$ cat config.mk
export PLATFORM = sky130hd
export DESIGN_NAME = quad_lane_fifo
export DESIGN_NICKNAME = d
export VERILOG_FILES = /design/src/rtl/quad_lane_fifo_pkg.sv /design/src/rtl/qlf_lane.sv /design/src/rtl/qlf_sticky.sv /design/src/rtl/quad_lane_fifo.sv
export SDC_FILE = /design/constraint.sdc
export NUM_CORES = 1
export LEC_CHECK = 0
export BUFFER_PORTS_ARGS = -buffer_cell sky130_fd_sc_hd__buf_2
export CAP_MARGIN = 5
export CELL_PAD_IN_SITES_DETAIL_PLACEMENT = 1
export CELL_PAD_IN_SITES_GLOBAL_PLACEMENT = 1
export CORE_ASPECT_RATIO = 1.5
export CORE_MARGIN = 2
export CORE_UTILIZATION = 30
export DETAILED_ROUTE_END_ITERATION = 8
export PLACE_DENSITY_LB_ADDON = 0.12
export SLEW_MARGIN = 20
export SYNTH_ARGS = -nofsm -noshare
export SYNTH_HDL_FRONTEND = slang
export SYNTH_HIERARCHICAL = 1
export SYNTH_SLANG_ARGS = --single-unit
$ cat constraint.sdc
create_clock -name clk -period 3.2 [get_ports clk]
set_input_delay 0.16 -clock clk [delete_from_list [all_inputs] [get_ports clk]]
set_output_delay 0.16 -clock clk [all_outputs]
set_load 0.05 [all_outputs]
$ cat src/rtl/quad_lane_fifo_pkg.sv
package quad_lane_fifo_pkg;
  localparam int FLAG_W   = 6;
  localparam int FL_FULL  = 0;
  localparam int FL_HALF  = 1;
  localparam int FL_EMPTY = 2;
  localparam int FL_WORD  = 3;
  localparam int FL_BYTE  = 4;
  localparam int FL_ERR   = 5;
endpackage

$ cat src/rtl/qlf_lane.sv
// One byte lane: circular storage with read/write pointers and an occupancy count.
module qlf_lane #(
  parameter int DW    = 8,
  parameter int DEPTH = 16,
  localparam int AW   = (DEPTH > 1) ? $clog2(DEPTH) : 1,
  localparam int CW   = $clog2(DEPTH + 1)
) (
  input  logic          clk,
  input  logic          rst_n,
  input  logic          push,
  input  logic [DW-1:0] din,
  input  logic          pop,
  output logic [DW-1:0] head,
  output logic [CW-1:0] count,
  output logic          full,
  output logic          empty
);
  logic [DW-1:0] store [DEPTH];
  logic [AW-1:0] wptr, rptr;

  function automatic logic [AW-1:0] bump(input logic [AW-1:0] p);
    return (p == AW'(DEPTH - 1)) ? '0 : p + 1'b1;
  endfunction

  always_ff @(posedge clk) begin
    if (push) store[wptr] <= din;
  end

  always_ff @(posedge clk) begin
    if (!rst_n) begin
      wptr  <= '0;
      rptr  <= '0;
      count <= '0;
    end else begin
      if (push) wptr <= bump(wptr);
      if (pop)  rptr <= bump(rptr);
      case ({push, pop})
        2'b10:   count <= count + 1'b1;
        2'b01:   count <= count - 1'b1;
        default: count <= count;
      endcase
    end
  end

  assign head  = store[rptr];
  assign full  = (count == CW'(DEPTH));
  assign empty = (count == '0);
endmodule

$ cat src/rtl/qlf_sticky.sv
// Sticky status register: set by condition, cleared by write-one unless the condition persists.
module qlf_sticky #(
  parameter int W = 6
) (
  input  logic         clk,
  input  logic         rst_n,
  input  logic [W-1:0] cond,
  input  logic [W-1:0] clr,
  output logic [W-1:0] state
);
  always_ff @(posedge clk) begin
    if (!rst_n) state <= '0;
    else        state <= cond | (state & ~clr);
  end
endmodule

$ cat src/rtl/quad_lane_fifo.sv
module quad_lane_fifo
  import quad_lane_fifo_pkg::*;
#(
  parameter int LANES = 4,
  parameter int DEPTH = 16,
  parameter int BW    = 8,
  localparam int WW   = LANES * BW,
  localparam int CW   = $clog2(DEPTH + 1)
) (
  input  logic              clk,
  input  logic              rst_n,
  input  logic              wr_word_valid,
  output logic              wr_word_ready,
  input  logic [WW-1:0]     wr_word_data,
  input  logic              wr_byte_valid,
  output logic              wr_byte_ready,
  input  logic [BW-1:0]     wr_byte_data,
  output logic              rd_word_valid,
  input  logic              rd_word_ready,
  output logic [WW-1:0]     rd_word_data,
  output logic              rd_byte_valid,
  input  logic              rd_byte_ready,
  output logic [BW-1:0]     rd_byte_data,
  input  logic [FLAG_W-1:0] flag_clr,
  output logic [FLAG_W-1:0] flags
);
  logic [LANES-1:0] lane_full, lane_empty, lane_half, lane_push, lane_pop;
  logic [BW-1:0]    lane_head [LANES];
  logic [CW-1:0]    lane_cnt  [LANES];
  logic             word_in_go, byte_in_go, word_out_go, byte_out_go;
  logic             all_room, all_data;
  logic [FLAG_W-1:0] cond;

  assign all_room = ~|lane_full;
  assign all_data = ~|lane_empty;

  // Write-side arbitration: word port first, byte port uses lane 0.
  assign wr_word_ready = all_room;
  assign wr_byte_ready = ~lane_full[0] & ~wr_word_valid;
  assign word_in_go    = wr_word_valid & wr_word_ready;
  assign byte_in_go    = wr_byte_valid & wr_byte_ready;

  // Read-side arbitration: word port first, byte port reads lane 0.
  assign rd_word_valid = all_data;
  assign rd_byte_valid = ~lane_empty[0] & ~rd_word_ready;
  assign word_out_go   = rd_word_valid & rd_word_ready;
  assign byte_out_go   = rd_byte_valid & rd_byte_ready;
  assign rd_byte_data  = lane_head[0];

  for (genvar k = 0; k < LANES; k++) begin : g_lane
    logic [BW-1:0] lane_din;
    if (k == 0) begin : g_first
      assign lane_push[k] = word_in_go | byte_in_go;
      assign lane_pop[k]  = word_out_go | byte_out_go;
      assign lane_din     = word_in_go ? wr_word_data[k*BW +: BW] : wr_byte_data;
    end else begin : g_rest
      assign lane_push[k] = word_in_go;
      assign lane_pop[k]  = word_out_go;
      assign lane_din     = wr_word_data[k*BW +: BW];
    end

    qlf_lane #(.DW(BW), .DEPTH(DEPTH)) u_lane (
      .clk   (clk),
      .rst_n (rst_n),
      .push  (lane_push[k]),
      .din   (lane_din),
      .pop   (lane_pop[k]),
      .head  (lane_head[k]),
      .count (lane_cnt[k]),
      .full  (lane_full[k]),
      .empty (lane_empty[k])
    );

    assign lane_half[k] = (lane_cnt[k] >= CW'(DEPTH / 2));
    assign rd_word_data[k*BW +: BW] = lane_head[k];
  end

  always_comb begin
    cond           = '0;
    cond[FL_FULL]  = |lane_full;
    cond[FL_HALF]  = |lane_half;
    cond[FL_EMPTY] = &lane_empty;
    cond[FL_WORD]  = all_data;
    cond[FL_BYTE]  = ~lane_empty[0];
    cond[FL_ERR]   = (wr_word_valid & ~all_room)
                   | (wr_byte_valid & lane_full[0])
                   | (rd_word_ready & ~all_data)
                   | (rd_byte_ready & lane_empty[0]);
  end

  qlf_sticky #(.W(FLAG_W)) u_flags (
    .clk   (clk),
    .rst_n (rst_n),
    .cond  (cond),
    .clr   (flag_clr),
    .state (flags)
  );
endmodule

Word-level counts from Yosys, hierarchy flattened:

Memories as Yosys holds them, arrays and structs flattened. A register that Yosys moved wholly into a read port is not among the register bits.
Cells that the tools add are included.

* memory bits (writable): 512
* logic and storage cells: 112
* register bits after elaboration: 58
* input port bits: 52
* output and inout bits: 50
* memories kept: 4

Memories
* g_lane[0].u_lane.store: words 16, width 8, read ports 1, clocked after Yosys merged registers in 1, write ports 1, line qlf_lane.sv:18 `logic [DW-1:0] store [DEPTH];`
* g_lane[1].u_lane.store: words 16, width 8, read ports 1, clocked after Yosys merged registers in 1, write ports 1, line qlf_lane.sv:18
* g_lane[2].u_lane.store: words 16, width 8, read ports 1, clocked after Yosys merged registers in 1, write ports 1, line qlf_lane.sv:18
* g_lane[3].u_lane.store: words 16, width 8, read ports 1, clocked after Yosys merged registers in 1, write ports 1, line qlf_lane.sv:18

* multiplexer cells: 25
* bitwise logic cells: 22
* add/sub/neg operators: 16
* order comparisons: 4
* eq/ne operators: 16
* reductions and logical operators: 12

Operators with widths (count)
* $mux 4: 16
* $pmux 5 s2: 4
* $add 4x1->4 const B: 8
* $eq 4x4->1 const B: 8
* $add 5x1->5 const B: 4
* $eq 5x5->1 const B: 4
* $ge 5x4->1 const B: 4
* $logic_not 5->1: 4
* $sub 5x1->5 const B: 4
* $reduce_or 4->1: 3
* $and 1x1->1: 10
* $mux 8: 1
* $and 6x6->6: 1
* $not 6->6: 1
* $or 6x6->6: 1
* $or 1x1->1: 5
* $eq 2x1->1 const B: 2
* $eq 2x2->1 const B: 2
* $mux 1: 4
* $not 1->1: 4
* $reduce_and 4->1: 1
* $reduce_bool 2->1: 2
* $logic_not 1->1: 2

Depth between registers and ports, before layout:

* depth in word-level cells: 7
* gate-level depth with buffers: 14
* mapped depth without buffers: 13

Cells and area by module:

Netlist, hierarchy kept.

By module, submodules not included
* qlf_lane: sequential area each 4184.0 um2, area each 5896.9 um2, cells an instance 317, instances 4
* quad_lane_fifo: sequential area each 0.0 um2, area each 272.8 um2, cells an instance 35, instances 1
* qlf_sticky: sequential area each 120.1 um2, area each 247.7 um2, cells an instance 18, instances 1

Worst setup path after synthesis:

OpenSTA, ideal clock, no wires.

* kind: reg-to-reg
* from: reg g_lane[0].u_lane.count[1]
* to: reg g_lane[0].u_lane.count[4]
* data required time: 3.135 ns
* arrival time: 4.758 ns
* clock period less this slack: 4.823 ns
* setup slack: -1.623 ns
* buffers on the path: 1
* cell stages (with the launch flop): 14
* cells stage by stage: dfxtp_1 -> nor4_1 -> nor2b_1 -> nor4_1 -> and2_1 -> a21o_1 -> ha_1 -> buf_2 -> xor2_1 -> ha_1 -> o21ai_0 -> or3_1 -> a2111oi_2 -> nand4b_1

* cells in the longest elaborated chain, start to end: 7
* elaborated cells on any way between the ends: 22
* those cells by class: add/sub (2); eq/ne (3); mux (1); bitwise (10); reduce/logical (6)

Ends and longest elaborated chain
* start, declared: line qlf_lane.sv:14 `output logic [CW-1:0] count,`
* start signal, assigned: line qlf_lane.sv:38 `2'b10: count <= count + 1'b1;`
* start signal, assigned: line qlf_lane.sv:39 `2'b01: count <= count - 1'b1;`
* start signal, assigned: line qlf_lane.sv:40 `default: count <= count;`
* $logic_not 5->1 *: line qlf_lane.sv:47 `assign empty = (count == '0);`
* net lane_empty[0]: line quad_lane_fifo.sv:27 `logic [LANES-1:0] lane_full, lane_empty, lane_half, lane_push, lane_pop;`
* $reduce_or 4->1 *: line quad_lane_fifo.sv:35 `assign all_data = ~|lane_empty;`
* $logic_not 1->1 *: line quad_lane_fifo.sv:35
* net rd_word_valid: line quad_lane_fifo.sv:18 `output logic rd_word_valid,`
* $and 1x1->1 *: line quad_lane_fifo.sv:46 `assign word_out_go = rd_word_valid & rd_word_ready;`
* net lane_pop[1]: line quad_lane_fifo.sv:27
* $or 1x1->1 *: line quad_lane_fifo.sv:54 `assign lane_pop[k] = word_out_go | byte_out_go;`
* net lane_pop[0]: line quad_lane_fifo.sv:27
* $eq 2x1->1 or $eq 2x2->1 (tied branches): line qlf_lane.sv:37 `case ({push, pop})`
* $pmux 5 s2 or $reduce_bool 2->1 (tied branches)

Mark *: on every way through the listed nets, which the timed path passes. The rest lies on a longest branch.
A chain may end at the register's enable or synchronous reset.

Worst setup path in the final report:

* from: reg g_lane[0].u_lane.count[3]
* to: reg g_lane[1].u_lane.count[4]

* cells in the longest elaborated chain, start to end: 6
* elaborated cells on any way between the ends: 12
* those cells by class: eq/ne (3); mux (1); bitwise (2); reduce/logical (6)

Ends and longest elaborated chain
* $eq 5x5->1 *: line qlf_lane.sv:46 `assign full = (count == CW'(DEPTH));`
* net lane_full[0]: line quad_lane_fifo.sv:27
* $reduce_or 4->1 *: line quad_lane_fifo.sv:34 `assign all_room = ~|lane_full;`
* $logic_not 1->1 *: line quad_lane_fifo.sv:34
* $and 1x1->1 *: line quad_lane_fifo.sv:40 `assign word_in_go = wr_word_valid & wr_word_ready;`
* net lane_push[1]: line quad_lane_fifo.sv:27
* $eq 2x1->1 or $eq 2x2->1 (tied branches): line qlf_lane.sv:37
* $pmux 5 s2 or $reduce_bool 2->1 (tied branches)
* end signal, assigned: line qlf_lane.sv:38
* end signal, assigned: line qlf_lane.sv:39
* end signal, assigned: line qlf_lane.sv:40
* end, declared: line qlf_lane.sv:14

Marked as above.

==> impl_results.md <==
* CTS max path bufs at 3
* Critical Path Most Common Cell: nor4_4
* Ports at 102
* Post-DP HPWL at 38470 um
* Pwr/cell area at 651.1 nW/um^2
* Number of I/O port buffers at 101
* #FFs+latches synth at 586
* CTS Buf Count at 60
* Final period util at 93.71%
* Setup TNS at 0 ps
* CTS tree: built
* Sink Count at 586
* Grt total ovfl at 0
* Worst-skew pair later-pin latency at 630 ps
* Via/cell ratio at 4.796
* Antenna cell count at 0
* F_max at 333.5 MHz
* Core ar. at 79770 sq um
* Initial Util at 30.22%
* CP Class: reg2reg
* Final net count at 1595
* Synth Cell Area at 24110 sq um
* Violation count after the first detailed-route iteration at 630
* Syn avg cell area at 18.25 sq um
* Asr flop ratio synth at 0%
* Worst path required time at 3760 ps
* Final hold viol count at 0
* Total track usage at 13.78%
* Initial DRT Pass Iterations at 4
* Vias in the first global route at 13650
* P&R area growth vs syn at 17.42%
* Total number of vias at 12410
* Routability cong. at 0.7150
* Status: complete, no violations
* Register area at 16880 sq um
* Final wirelength at 56810 um
* Unique cell type count in the Yosys netlist at 46
* Commonest cells after routing, fill and taps aside: edfxtp_1 (512), buf_2 (101), and2_1 (74)
* Max-cap violations at 0
* Final critical-path required period at 2999 ps
* RSZ-0062 raised after global routing: no
* Total Power at 18.43 mW
* Multi-input gate area at 6838 sq um
* Post-synth EDFFs at 512
* Clock Skews at 26.98 ps
* Fill cell count at 8004
* Most common cell after layout, fill and taps aside: edfxtp_1
* Worst rel slew slack at 43.03%
* Worst-path clk slew at 60 ps
* CTS root buffer: clkbuf_16
* Die area at 82690 sq um
* Leak pwr at 9.462 nW
* Worst endpoint data arrival time at 3560 ps
* Height of the chip at 351.2 um
* Worst setup SP type: flip-flop
* Setup violations, final at 0
* Warnings, synthesis at 6
* Hold crit path type: in2reg
* Number of nets with antenna violations after routing at 0
* Htree depth at 2
* Remaining DRCs at 0
* First-pass GRT wire length at 85850 um
* Worst-path maximum fanout at 9
* Pins Over Slew Limit at 0
* Critical path's slowest cell: dfxtp_1
* CP Cell Sequence: nor4_4 -> and2_4 -> nor4_4 -> nand2_4 -> clkinvlp_4 -> inv_2 -> ha_4 -> xor2_1 -> ha_1 -> o21ai_0 -> or3_1 -> a2111oi_2 -> nand4b_1
* Synth Net Count at 1409
* Synth Instances at 1321
* Rows at 127
* Critical path's largest stage delay at 380 ps
* Initial antenna violation count at 1
* Largest net degree at the start of global routing at 33
* Maximum VDD drop at 0.4030 mV
* WL/cell at 21.95 um
* Most used DFF post-synth: edfxtp_1
* Share of post-route cells with drive strength above 1 at 23.33%
* Seq/Total Area, Yosys at 69.92%
* Die Wd at 235.5 um
* Endpoint class of the critical path: flip-flop
* Worst-margin pin slew at 852.9 ps
where the power goes:
| group | switching (mW) | internal (mW) | total, mW |
|---|---|---|---|
| sequential | 0.158 | 8.63 | 8.79 |
| clock | 2.99 | 3.97 | 6.96 |
| combinational | 1.72 | 0.961 | 2.68 |
| total | 4.87 | 13.6 | 18.4 |
state kept, by name, indices dropped and copies added, names as in the netlist, named ones only:
register / count
u_flags/state: 6
g_lane.u_lane/wptr: 16
g_lane.u_lane/rptr: 16
g_lane.u_lane/count: 20
g_lane.u_lane/store: 512
path summary, 6_finish.rpt:
kind                                                             start                                     end  slack (ps)  cells past startpoint
worst max register to register  g_lane[0].u_lane/count[3]$_SDFFE_PN0P_  g_lane[1].u_lane/count[4]$_SDFFE_PN0P_         200                     13
worst min-delay path                                             rst_n             u_flags/state[1]$_SDFF_PN0_          50                      2
worst max-delay path            g_lane[0].u_lane/count[3]$_SDFFE_PN0P_  g_lane[1].u_lane/count[4]$_SDFFE_PN0P_         200                     13
worst min register to register   g_lane[2].u_lane/rptr[3]$_SDFFE_PN0P_                               flip-flop         520                      2
Yosys cell counts (5+ instances only):
cell             number  share of area [%]
buf_6                12               0.56
a31oi_1               8               0.21
mux2_2                8               0.37
clkbuf_1              8               0.12
nand2b_1             12               0.31
buf_2                16               0.33
mux2i_1              16               0.66
nand3_1              20               0.42
nand4_1               8               0.21
nor3_1                8               0.17
o21ai_0              21               0.44
mux4_1               64                7.0
a21oi_1              24               0.50
mux4_2               64                6.0
nor2_1               42               0.65
inv_1                24               0.37
nand4b_1             12               0.44
nand3b_1              8               0.25
and3_1                8               0.21
nand2_1              59               0.92
buf_4                12               0.37
a21o_1                5               0.16
and2_1               77                2.0
edfxtp_1            512                 64
nor2b_4               6               0.34
nor4_1                7               0.18
or3_1                12               0.31
ha_1                 36                1.9
a22oi_1              64                2.0
clkdlybuf4s25_2       8               0.33
o21a_1                6               0.19
xor2_1               16               0.58
dfxtp_1              74                6.1
nor2b_1               8               0.21
final cells by class:
class,count,share of cell area [%]
Clock inverter,34,1.132
Inverter,24,0.3403
Multi-Input combinational cell,651,24.16
Sequential cell,586,59.64
Timing Repair Buffer,184,4.464
Clock buffer,77,5.711
Tap cell,1032,4.562
metal layers:
layer	global-route usage, %	up-vias	share of wire, %
met5	0	-	0.021
met4	4.225	2	2.5
met3	2.174	73	3.0
met2	26.54	196	55
met1	15.50	6441	40
li1	-	5699	-
repair_timing:
| action | in CTS | in global routing |
|---|---|---|
| endpoints found under the hold margin | 390 | 0 |
| buffers inserted | 0 | 4 |
| gates resized for setup | 3 | 15 |
| hold buffers | 34 | 0 |
| endpoints found under the setup margin | 1 | 4 |
worst max-delay path, delay by kind of cell (launching register included):
| kind | cells | cell delay [ps] |
|---|---|---|
| AO/OA/AOI/OAI | 2 | 380 |
| XOR/XNOR | 1 | 160 |
| adder cells (fa/ha/maj) | 2 | 390 |
| buffers and inverters | 2 | 420 |
| flip-flops | 1 | 380 |
| AND/OR/NAND/NOR | 6 | 1190 |
stage by stage:
| step | cells | worst slack [ps] | cell area (sq um) | utilization (%) | hold slack [ps] |
|---|---|---|---|---|---|
| floorplan | 1321 | -255.3 | 24190 | - | 258.9 |
| global placement | 2439 | 75.60 | 25920 | 32.49 | 492.6 |
| detailed placement | 2439 | -35.95 | 25920 | 32.49 | 497.9 |
| CTS | 2584 | 28.69 | 28210 | 35.37 | 1.115 |
| global route | 2588 | 1.957 | 28310 | 35.49 | 35.17 |
| finish | 2588 | 201.3 | 28310 | 35.49 | 50.07 |
kinds of logic (layout without fill, tap and decap cells):
kind of cell    after synthesis  count (layout)  synth area share, %
simple gates                302             302                7.214
mux                         152             152                13.99
xor+xnor                     20              20               0.7266
compound gates              141             141                4.038
fa+ha+maj                    36              36                1.868
flops                       586             586                69.92
buf+inv                      84             319                2.242
Power figures use the tool's default switching activity.
